File: src/rtl/b2_pkg.sv
`timescale 1ns/1ps
package b2_pkg;
  // Half-cycle marker of the double-rate clock
  typedef enum logic {
    PH_MASTER = 1'b0,  // closing edge is a master rising edge
    PH_MID    = 1'b1   // closing edge is the mid-cycle edge
  } half_e;
endpackage

File: src/rtl/b2_phase.sv
`timescale 1ns/1ps
module b2_phase
  import b2_pkg::*;
(
  input  logic  clk2x,
  input  logic  rst,
  output half_e ph
);
  always_ff @(posedge clk2x) begin
    if (rst) ph <= PH_MASTER;
    else     ph <= (ph == PH_MASTER) ? PH_MID : PH_MASTER;
  end
endmodule

File: src/rtl/b2_wr_pipe.sv
`timescale 1ns/1ps
module b2_wr_pipe #(
  parameter int DW = 8
) (
  input  logic          clk2x,
  input  logic          rst,
  input  logic          at_master,
  input  logic          wr_req_n,
  input  logic [DW-1:0] wr_data,
  output logic          pend,
  output logic [DW-1:0] beat0,
  output logic          commit
);
  // Command plus first beat on one master edge; commit on the next one
  always_ff @(posedge clk2x) begin
    if (rst) begin
      pend  <= 1'b0;
      beat0 <= '0;
    end else if (at_master) begin
      pend <= ~wr_req_n;
      if (!wr_req_n) beat0 <= wr_data;
    end
  end

  assign commit = at_master & pend;
endmodule

File: src/rtl/b2_pair_array.sv
`timescale 1ns/1ps
module b2_pair_array #(
  parameter int AW = 3,
  parameter int DW = 8
) (
  input  logic            clk2x,
  input  logic            we,
  input  logic [AW-1:0]   waddr,
  input  logic [2*DW-1:0] wpair,
  input  logic [AW-1:0]   raddr,
  output logic [2*DW-1:0] rpair
);
  localparam int PAIRS = 1 << AW;

  // Low half of each entry is the even word, high half the odd word
  logic [2*DW-1:0] mem [PAIRS];

  always_ff @(posedge clk2x) begin
    if (we) mem[waddr] <= wpair;
  end

  assign rpair = mem[raddr];
endmodule

File: src/rtl/b2_rd_pipe.sv
`timescale 1ns/1ps
module b2_rd_pipe #(
  parameter int AW = 3,
  parameter int DW = 8
) (
  input  logic          clk2x,
  input  logic          rst,
  input  logic          at_master,
  input  logic          rd_req_n,
  input  logic [AW-1:0] rd_addr,
  output logic [AW-1:0] addr_q,
  input  logic [DW-1:0] word_even,
  input  logic [DW-1:0] word_odd,
  output logic          rd_valid,
  output logic [DW-1:0] rd_data
);
  logic          pend;
  logic [DW-1:0] hold_odd;

  always_ff @(posedge clk2x) begin
    if (rst) begin
      pend     <= 1'b0;
      addr_q   <= '0;
      hold_odd <= '0;
      rd_valid <= 1'b0;
      rd_data  <= '0;
    end else if (at_master) begin
      pend   <= ~rd_req_n;
      addr_q <= rd_addr;
      if (pend) begin
        rd_data  <= word_even;
        hold_odd <= word_odd;
        rd_valid <= 1'b1;
      end else begin
        rd_data  <= '0;
        rd_valid <= 1'b0;
      end
    end else if (rd_valid) begin
      rd_data <= hold_odd;  // second beat, half a master cycle later
    end
  end
endmodule

File: src/rtl/burst2_sram.sv
`timescale 1ns/1ps
module burst2_sram
  import b2_pkg::*;
#(
  parameter int AW = 3,
  parameter int DW = 8
) (
  input  logic          clk2x,
  input  logic          rst,
  input  logic          rd_req_n,
  input  logic [AW-1:0] rd_addr,
  output logic          rd_valid,
  output logic [DW-1:0] rd_data,
  input  logic          wr_req_n,
  input  logic [AW-1:0] wr_addr,
  input  logic [DW-1:0] wr_data,
  output logic          master_ph
);
  half_e           ph;
  logic            at_master;
  logic            wr_pend, wr_commit;
  logic [DW-1:0]   wr_beat0;
  logic [AW-1:0]   rd_addr_q;
  logic [2*DW-1:0] arr_pair;
  logic [DW-1:0]   beat_word [2];
  logic            bypass;

  b2_phase u_phase (.clk2x(clk2x), .rst(rst), .ph(ph));
  assign at_master = (ph == PH_MASTER);
  assign master_ph = ph;

  b2_wr_pipe #(.DW(DW)) u_wr (
    .clk2x(clk2x), .rst(rst), .at_master(at_master),
    .wr_req_n(wr_req_n), .wr_data(wr_data),
    .pend(wr_pend), .beat0(wr_beat0), .commit(wr_commit)
  );

  b2_pair_array #(.AW(AW), .DW(DW)) u_arr (
    .clk2x(clk2x), .we(wr_commit), .waddr(wr_addr),
    .wpair({wr_data, wr_beat0}), .raddr(rd_addr_q), .rpair(arr_pair)
  );

  // A write committing on this master edge to the pair being read wins
  assign bypass = wr_pend && (wr_addr == rd_addr_q);

  for (genvar b = 0; b < 2; b++) begin : g_beat
    logic [DW-1:0] fresh;
    assign fresh = (b == 0) ? wr_beat0 : wr_data;
    assign beat_word[b] = bypass ? fresh : arr_pair[b*DW +: DW];
  end

  b2_rd_pipe #(.AW(AW), .DW(DW)) u_rd (
    .clk2x(clk2x), .rst(rst), .at_master(at_master),
    .rd_req_n(rd_req_n), .rd_addr(rd_addr), .addr_q(rd_addr_q),
    .word_even(beat_word[0]), .word_odd(beat_word[1]),
    .rd_valid(rd_valid), .rd_data(rd_data)
  );
endmodule

File: config.mk
export PLATFORM = sky130hd
export DESIGN_NAME = burst2_sram
export DESIGN_NICKNAME = d
export VERILOG_FILES = /design/src/rtl/b2_pkg.sv /design/src/rtl/b2_phase.sv /design/src/rtl/b2_wr_pipe.sv /design/src/rtl/b2_pair_array.sv /design/src/rtl/b2_rd_pipe.sv /design/src/rtl/burst2_sram.sv
export SDC_FILE = /design/constraint.sdc
export NUM_CORES = 1
export LEC_CHECK = 0
export CAP_MARGIN = 20
export CORE_ASPECT_RATIO = 0.7
export CORE_UTILIZATION = 25
export DETAILED_ROUTE_END_ITERATION = 8
export GPL_TIMING_DRIVEN = 0
export HOLD_SLACK_MARGIN = 0.15
export SLEW_MARGIN = 20
export SYNTH_ARGS = -nofsm -noshare
export SYNTH_HDL_FRONTEND = slang
export SYNTH_SLANG_ARGS = --single-unit
File: constraint.sdc
create_clock -name clk2x -period 3.5 [get_ports clk2x]
set_input_delay 0.7 -clock clk2x [delete_from_list [all_inputs] [get_ports clk2x]]
set_output_delay 0.7 -clock clk2x [all_outputs]
set_load 0.05 [all_outputs]
==> results of run 1 <==
-- cell usage after synthesis (11+ instances only) --
library cell	n
o21ai_0	16
mux2i_1	46
nor2_1	25
nand2b_1	12
o22ai_1	16
dfxtp_1	34
edfxtp_1	128
clkbuf_1	13
nand2_1	11
nand3b_1	11
mux4_2	13
a21oi_1	22
-- worst max path at each step --
| stage | from | end | slack [ps] | depth (start not counted) |
|---|---|---|---|---|
| floorplan | u_phase.ph$_SDFF_PP0_ | u_arr.mem[0][0]$_DFFE_PP_ | 720 | 3 |
| global placement | wr_addr[0] | u_arr.mem[0][14]$_DFFE_PP_ | -890 | 3 |
| detailed placement | wr_addr[0] | u_arr.mem[2][3]$_DFFE_PP_ | 710 | 4 |
| CTS | u_rd.rd_valid$_SDFFE_PP0N_ | rd_valid | 940 | 1 |
| global route | u_rd.rd_valid$_SDFFE_PP0N_ | rd_valid | 880 | 1 |
| finish | u_rd.rd_valid$_SDFFE_PP0N_ | rd_valid | 960 | 1 |
-- metrics by stage --
step                      TNS [ps]  hold slack (ps)
after floorplan                  0            458.4
after global placement      -23620            497.9
after detailed placement         0            498.6
after CTS                        0            519.9
after global routing             0            538.9
final                            0            523.5
-- final cells by class --
type	count	area [um^2]
clock inverters	15	191.4
plain buffers	26	145.1
well taps	325	406.6
flip-flops and latches	162	4524
fillers	2450	17050
clock buffers	17	425.4
repair buffers	36	384.1
multi-input cells	217	1737
-- state kept, by name, summed over array words and instances, names as in the netlist, named ones only --
name           flops
u_rd.addr_q        3
u_rd.pend          1
u_arr.mem        128
u_rd.rd_data       8
u_wr.pend          1
u_rd.rd_valid      1
u_phase.ph         1
u_rd.hold_odd      8
u_wr.beat0         8
-- power groups by stage --
stage / clock (mW) / combinational, mW / sequential (mW)
after floorplan: 0 / 0.176 / 2.20
after global placement: 0 / 0.302 / 2.18
after detailed placement: 0 / 0.315 / 2.18
after CTS: 1.96 / 0.317 / 2.14
after global routing: 2.04 / 0.341 / 2.14
final: 1.94 / 0.316 / 2.14
-- cell families after synthesis --
logic type | after synthesis | synth area share
flops | 162 | 0.7090
compound gates | 85 | 0.08765
simple gates | 70 | 0.05843
mux | 59 | 0.1180
buf+inv | 26 | 0.02274
xor+xnor | 3 | 0.004118
-- metal layers --
metal  track usage  wire (um)  vias to the layer above
li1              -          -                     1714
met1        0.1687       7194                     1910
met2        0.1818       6623                      134
met3       0.03004        921                       11
met4       0.02951        122                        0
met5             0          0                        -
-- cell usage in the layout (no fill, tap or decap), drive strengths merged, types with 12 or more instances in the layout --
cell           Yosys  routed
o21ai             16      16
edfxtp           128     128
nor2              25      25
o22ai             16      16
clkbuf            13      30
nand2b            12      12
dfxtp             34      34
mux2i             46      46
buf               13      23
mux4              13      13
clkdlybuf4s50      0      26
a21oi             22      22
==> metrics.yaml, run 1 <==
route:
  drt-initial-drc-count: 301
  via_per_inst: 4.723
  route.detailed.drc: 0
  wl_per_cell_um: 18.62
  ant_nets: 0
  wirelength_um: 14860
  dr.pass1.iters: 5
  vias: 3769
clock_tree:
  cts_sinks: 162
  cts_tree: "done"
  cts_buffers: 17
  clockBufferDepth: 2
  ctsHoldBuffers: 0
  postCtsSetupBuffers: 0
  clkLatencyLatePin_ps: 420
  cts_resized: 0
  clock-root-buffer: "clkbuf_16"
  clkSlewWorstSetupHoldPaths_ps: 70
  htreeDepth: 4
layout:
  antennaDiodeCount: 0
  layout.nets: 478
  layout-drive-gt1-share: 0.1564
  fin_cells: 798
  design_area_um2: 7814
  final_core_util: 0.3143
  areaGrowthSynthToFinish_pct: 22.45
global_routing:
  grt_pass1_wl_um: 22880
  grt_overflow: 0
  grt_pass1_vias: 3900
  grt_max_degree: 17
  grt.total_usage: 0.1193
  antenna_found_initial: 0
placement:
  placedCellCount: 766
  pre_cts_ws_ps: 708.3
  routabilityCongestion: 0.8165
  port_buffers: 26
  dpl_cell_area_um2: 7197
  dp_hpwl_um: 10780
setup_path:
  cp.arrival_ps: 1840
  critical-path-top-delay-family: "buffers and inverters"
  cp_slowest_cell: "clkdlybuf4s50_1"
  path_class: "register to output pin"
  r2r_cells: 5
  cp_cell_sequence: "clkdlybuf4s50_1"
  crit_buf_inv: 1
  required_ps: 2800
  cpPeakStageDelay_ps: 880
  cp-start-kind: "register"
  path_max_fanout: 9
  r2r-start: "u_phase.ph$_SDFF_PP0_"
  r2r_end: "u_arr.mem[3][8]$_DFFE_PP_"
  cp-end-kind: "output pin"
  rrSetupSlack_ps: 1140
pwr:
  pwr_density_cell_nw_per_um2: 562.3
  ir_drop_mv: 0.3505
  pwr-share-comb: 0.072
  totalPowerFinal_mw: 4.394
  intPower_mw: 3.383
  pwr-share-clk: 0.441
  netSwitchingPower_mw: 1.011
  power.share.switching: 0.2300
  leakage_nw: 2.471
  power_frac_seq: 0.487
worst_hold_path:
  hold_end: "u_rd.hold_odd[6]$_SDFFE_PP0P_"
  worstHoldPathCells: 2
  hold_start: "u_rd.hold_odd[6]$_SDFFE_PP0P_"
  hp-class: "register to register"
die:
  core_area_um2: 24860
  die_area_um2: 26180
  fp-row-count: 48
  start_util: 0.2566
  die_x_um: 193.0
  ios: 28
  die_h_um: 135.7
yosys:
  syn_avg_cell_area_um2: 15.76
  yosys.area.top_type: "edfxtp_1"
  synth_edf_count: 128
  ys_seq_elements: 162
  seq_area_frac_synth: 0.7090
  synthesis.area_um2: 6381
  synth_top_cells_by_area: "edfxtp_1, dfxtp_1, mux2i_1, mux4_2, a21oi_1"
  synth.top_cell.area_share: 0.6024
  syn_inst: 405
  yosys_most_used_dff: "edfxtp_1"
  synth_nets: 423
  async_flop_share: 0
  ys_types: 33
  yosysWarnings: 0
sta:
  max_clock_freq_mhz: 393.4
  setup_slack_ps: 957.8
  drv_slew: 0
  finalCritPeriodShare: 0.7263
  rsz0062_at_grt: "false"
  setup_violations: 0
  fin_skew_ps: 9.158
  relSlewSlack: 0.5567
  tightest_slew_ps: 663.6
  hold_viol: 0
  period_minus_slack_ps: 2542
run:
  maxCapViolCount: 0
outcome:
  status: "completed"
(Power assumes the default switching activity.)
==> run 2: changes to the inputs <==
==> constraint.sdc (replaced) <==
create_clock -name clk2x -period 2.15 [get_ports clk2x]
set_input_delay 0.43 -clock clk2x [delete_from_list [all_inputs] [get_ports clk2x]]
set_output_delay 0.43 -clock clk2x [all_outputs]
set_load 0.05 [all_outputs]
==> metrics.yaml, run 2 (synthesis gave the netlist of run 1 again) <==
layout:
  final_common_cell: "edfxtp_1"
  regMostFlops: "u_arr.mem"
  layout.nets: 482
  largest_register_ffs: 128
  layout_common_cells: "edfxtp_1, mux2i_1, dfxtp_1"
  layout-drive-gt1-share: 0.1740
  areaGrowthSynthToFinish_pct: 24.43
  fin_cells: 802
  final_core_util: 0.3193
  antennaDiodeCount: 0
sta:
  rsz0062_at_grt: "true"
  period_minus_slack_ps: 2060
  max_clock_freq_mhz: 485.4
  relSlewSlack: 0.5201
  drv_slew: 0
  finalCritPeriodShare: 0.9582
  setup_violations: 0
  fin_skew_ps: 7.044
  tightest_slew_ps: 718.4
  hold_viol: 0
run:
  maxCapViolCount: 0
placement:
  placedCellCount: 762
  port_buffers: 26
  dp_hpwl_um: 10700
  routabilityCongestion: 0.8192
route:
  dr_wl_met2_um: 6967
  dr.pass1.iters: 7
  wl_met3_um: 919
  route.detailed.drc: 1
  via_per_inst: 4.754
  vias: 3813
  wl_per_cell_um: 19.12
  ant_nets: 0
  top_layer: "met4"
  wirelength_um: 15340
  drt-initial-drc-count: 283
  wl_met1_um: 7284
pwr:
  pwr_density_cell_nw_per_um2: 901.4
  leakage_nw: 2.539
  ir_drop_mv: 0.4850
  totalPowerFinal_mw: 7.157
die:
  die_h_um: 135.7
  ios: 28
  die_x_um: 193.0
  die_area_um2: 26180
  core_area_um2: 24860
  fp-row-count: 48
  start_util: 0.2566
setup_path:
  cp-endpoint: "u_arr.mem[7][13]$_DFFE_PP_"
  cp-end-kind: "register"
  cp_slowest_cell: "nand3b_1"
  startpoint: "u_phase.ph$_SDFF_PP0_"
  cpPeakStageDelay_ps: 330
  path_class: "register to register"
  required_ps: 2290
  cp.arrival_ps: 2200
  r2r_end: "u_arr.mem[7][13]$_DFFE_PP_"
  path_max_fanout: 11
  cp-start-kind: "register"
  r2r_cells: 6
  r2r-start: "u_phase.ph$_SDFF_PP0_"
  cp_cell_sequence: "clkbuf_1 -> buf_2 -> nand3b_1 -> buf_4 -> nor2_4 -> buf_12"
  rrSetupSlack_ps: 90
global_routing:
  grt.total_usage: 0.1245
  grt_overflow: 0
  antenna_found_initial: 0
  grt_pass1_wl_um: 23490
  grt_max_degree: 17
  grt_pass1_vias: 3935
clock_tree:
  cts_tree: "done"
  clkSlewWorstSetupHoldPaths_ps: 60
  clock-root-buffer: "clkbuf_16"
  clkLatencyLatePin_ps: 420
  htreeDepth: 4
  cts_buffers: 17
  clockBufferDepth: 2
  cts_sinks: 162
outcome:
  status: "complete, but fails checks"
  violations: "design-rule violations"
worst_hold_path:
  hp-class: "register to register"
-- run 2: changes by cell type in the layout (fill, tap and decap cells not counted), sizes merged --
cell | previous run | this run
buf | 23 | 27
clkdlybuf4s50 | 26 | 24
clkinvlp | 1 | 3
inv | 9 | 7
dlygate4sd2 | 0 | 1
dlymetal6s2s | 0 | 1
-- run 2: worst min-delay path by stage --
stage / to / start / slack (ps) / cells after the start
2_1_floorplan: u_rd.hold_odd[0]$_SDFFE_PP0P_ / u_rd.hold_odd[0]$_SDFFE_PP0P_ / 460 / 2
3_3_place_gp: u_rd.hold_odd[5]$_SDFFE_PP0P_ / u_rd.hold_odd[5]$_SDFFE_PP0P_ / 500 / 2
3_5_place_dp: u_rd.hold_odd[6]$_SDFFE_PP0P_ / u_rd.hold_odd[6]$_SDFFE_PP0P_ / 510 / 2
4_1_cts: u_rd.hold_odd[6]$_SDFFE_PP0P_ / u_rd.hold_odd[6]$_SDFFE_PP0P_ / 510 / 2
5_1_grt: u_rd.hold_odd[6]$_SDFFE_PP0P_ / u_rd.hold_odd[6]$_SDFFE_PP0P_ / 540 / 2
6_report: u_rd.hold_odd[6]$_SDFFE_PP0P_ / u_rd.hold_odd[6]$_SDFFE_PP0P_ / 520 / 2
-- run 2: layout make-up --
cell class                 count  area (um^2)
clock inverter                15        192.7
buffer                        26        150.1
timing repair buffer          40        461.7
sequential                   162         4524
multi-input combinational    217         1779
clock buffer                  17        425.4
tap                          325        406.6
fill                        2422        16920
-- run 2: power by group --
part / total, mW / internal [mW] / switching, mW
Combinational: 0.530 / 0.214 / 0.317
Sequential: 3.49 / 3.44 / 0.0508
Clock: 3.14 / 1.86 / 1.28
Total: 7.16 / 5.51 / 1.65
-- run 2: critical path, delay by kind of cell, from the launching register on --
kind	cells	cell delay, ps
and+or+nand+nor	2	500
DFF	1	310
buffers and inverters	4	960
-- run 2: what timing repair did --
action	in CTS	in global routing
resized for setup	7	9
buffers inserted	8	0
pin swaps	3	2
setup endpoints to repair	88	92
hold buffers	0	0
-- run 2: metrics by stage --
step           hold slack [ps]  cell area [um^2]  setup TNS (ps)  setup slack [ps]
2_1_floorplan            458.4              6400          -16680            -201.7
4_1_cts                  513.4              7933               0             25.62
3_3_place_gp             496.3              7067         -105110             -1064
5_1_grt                  538.5              7940          -57.83            -57.63
6_report                 516.4              7940               0             89.95
3_5_place_dp             505.3              7176          -39810            -429.2
-- run 2: routing by layer --
metal / global-route usage / vias up
met5: 0 / -
met4: 0.04210 / 0
met3: 0.03134 / 15
met2: 0.1854 / 127
met1: 0.1756 / 1953
li1: - / 1718
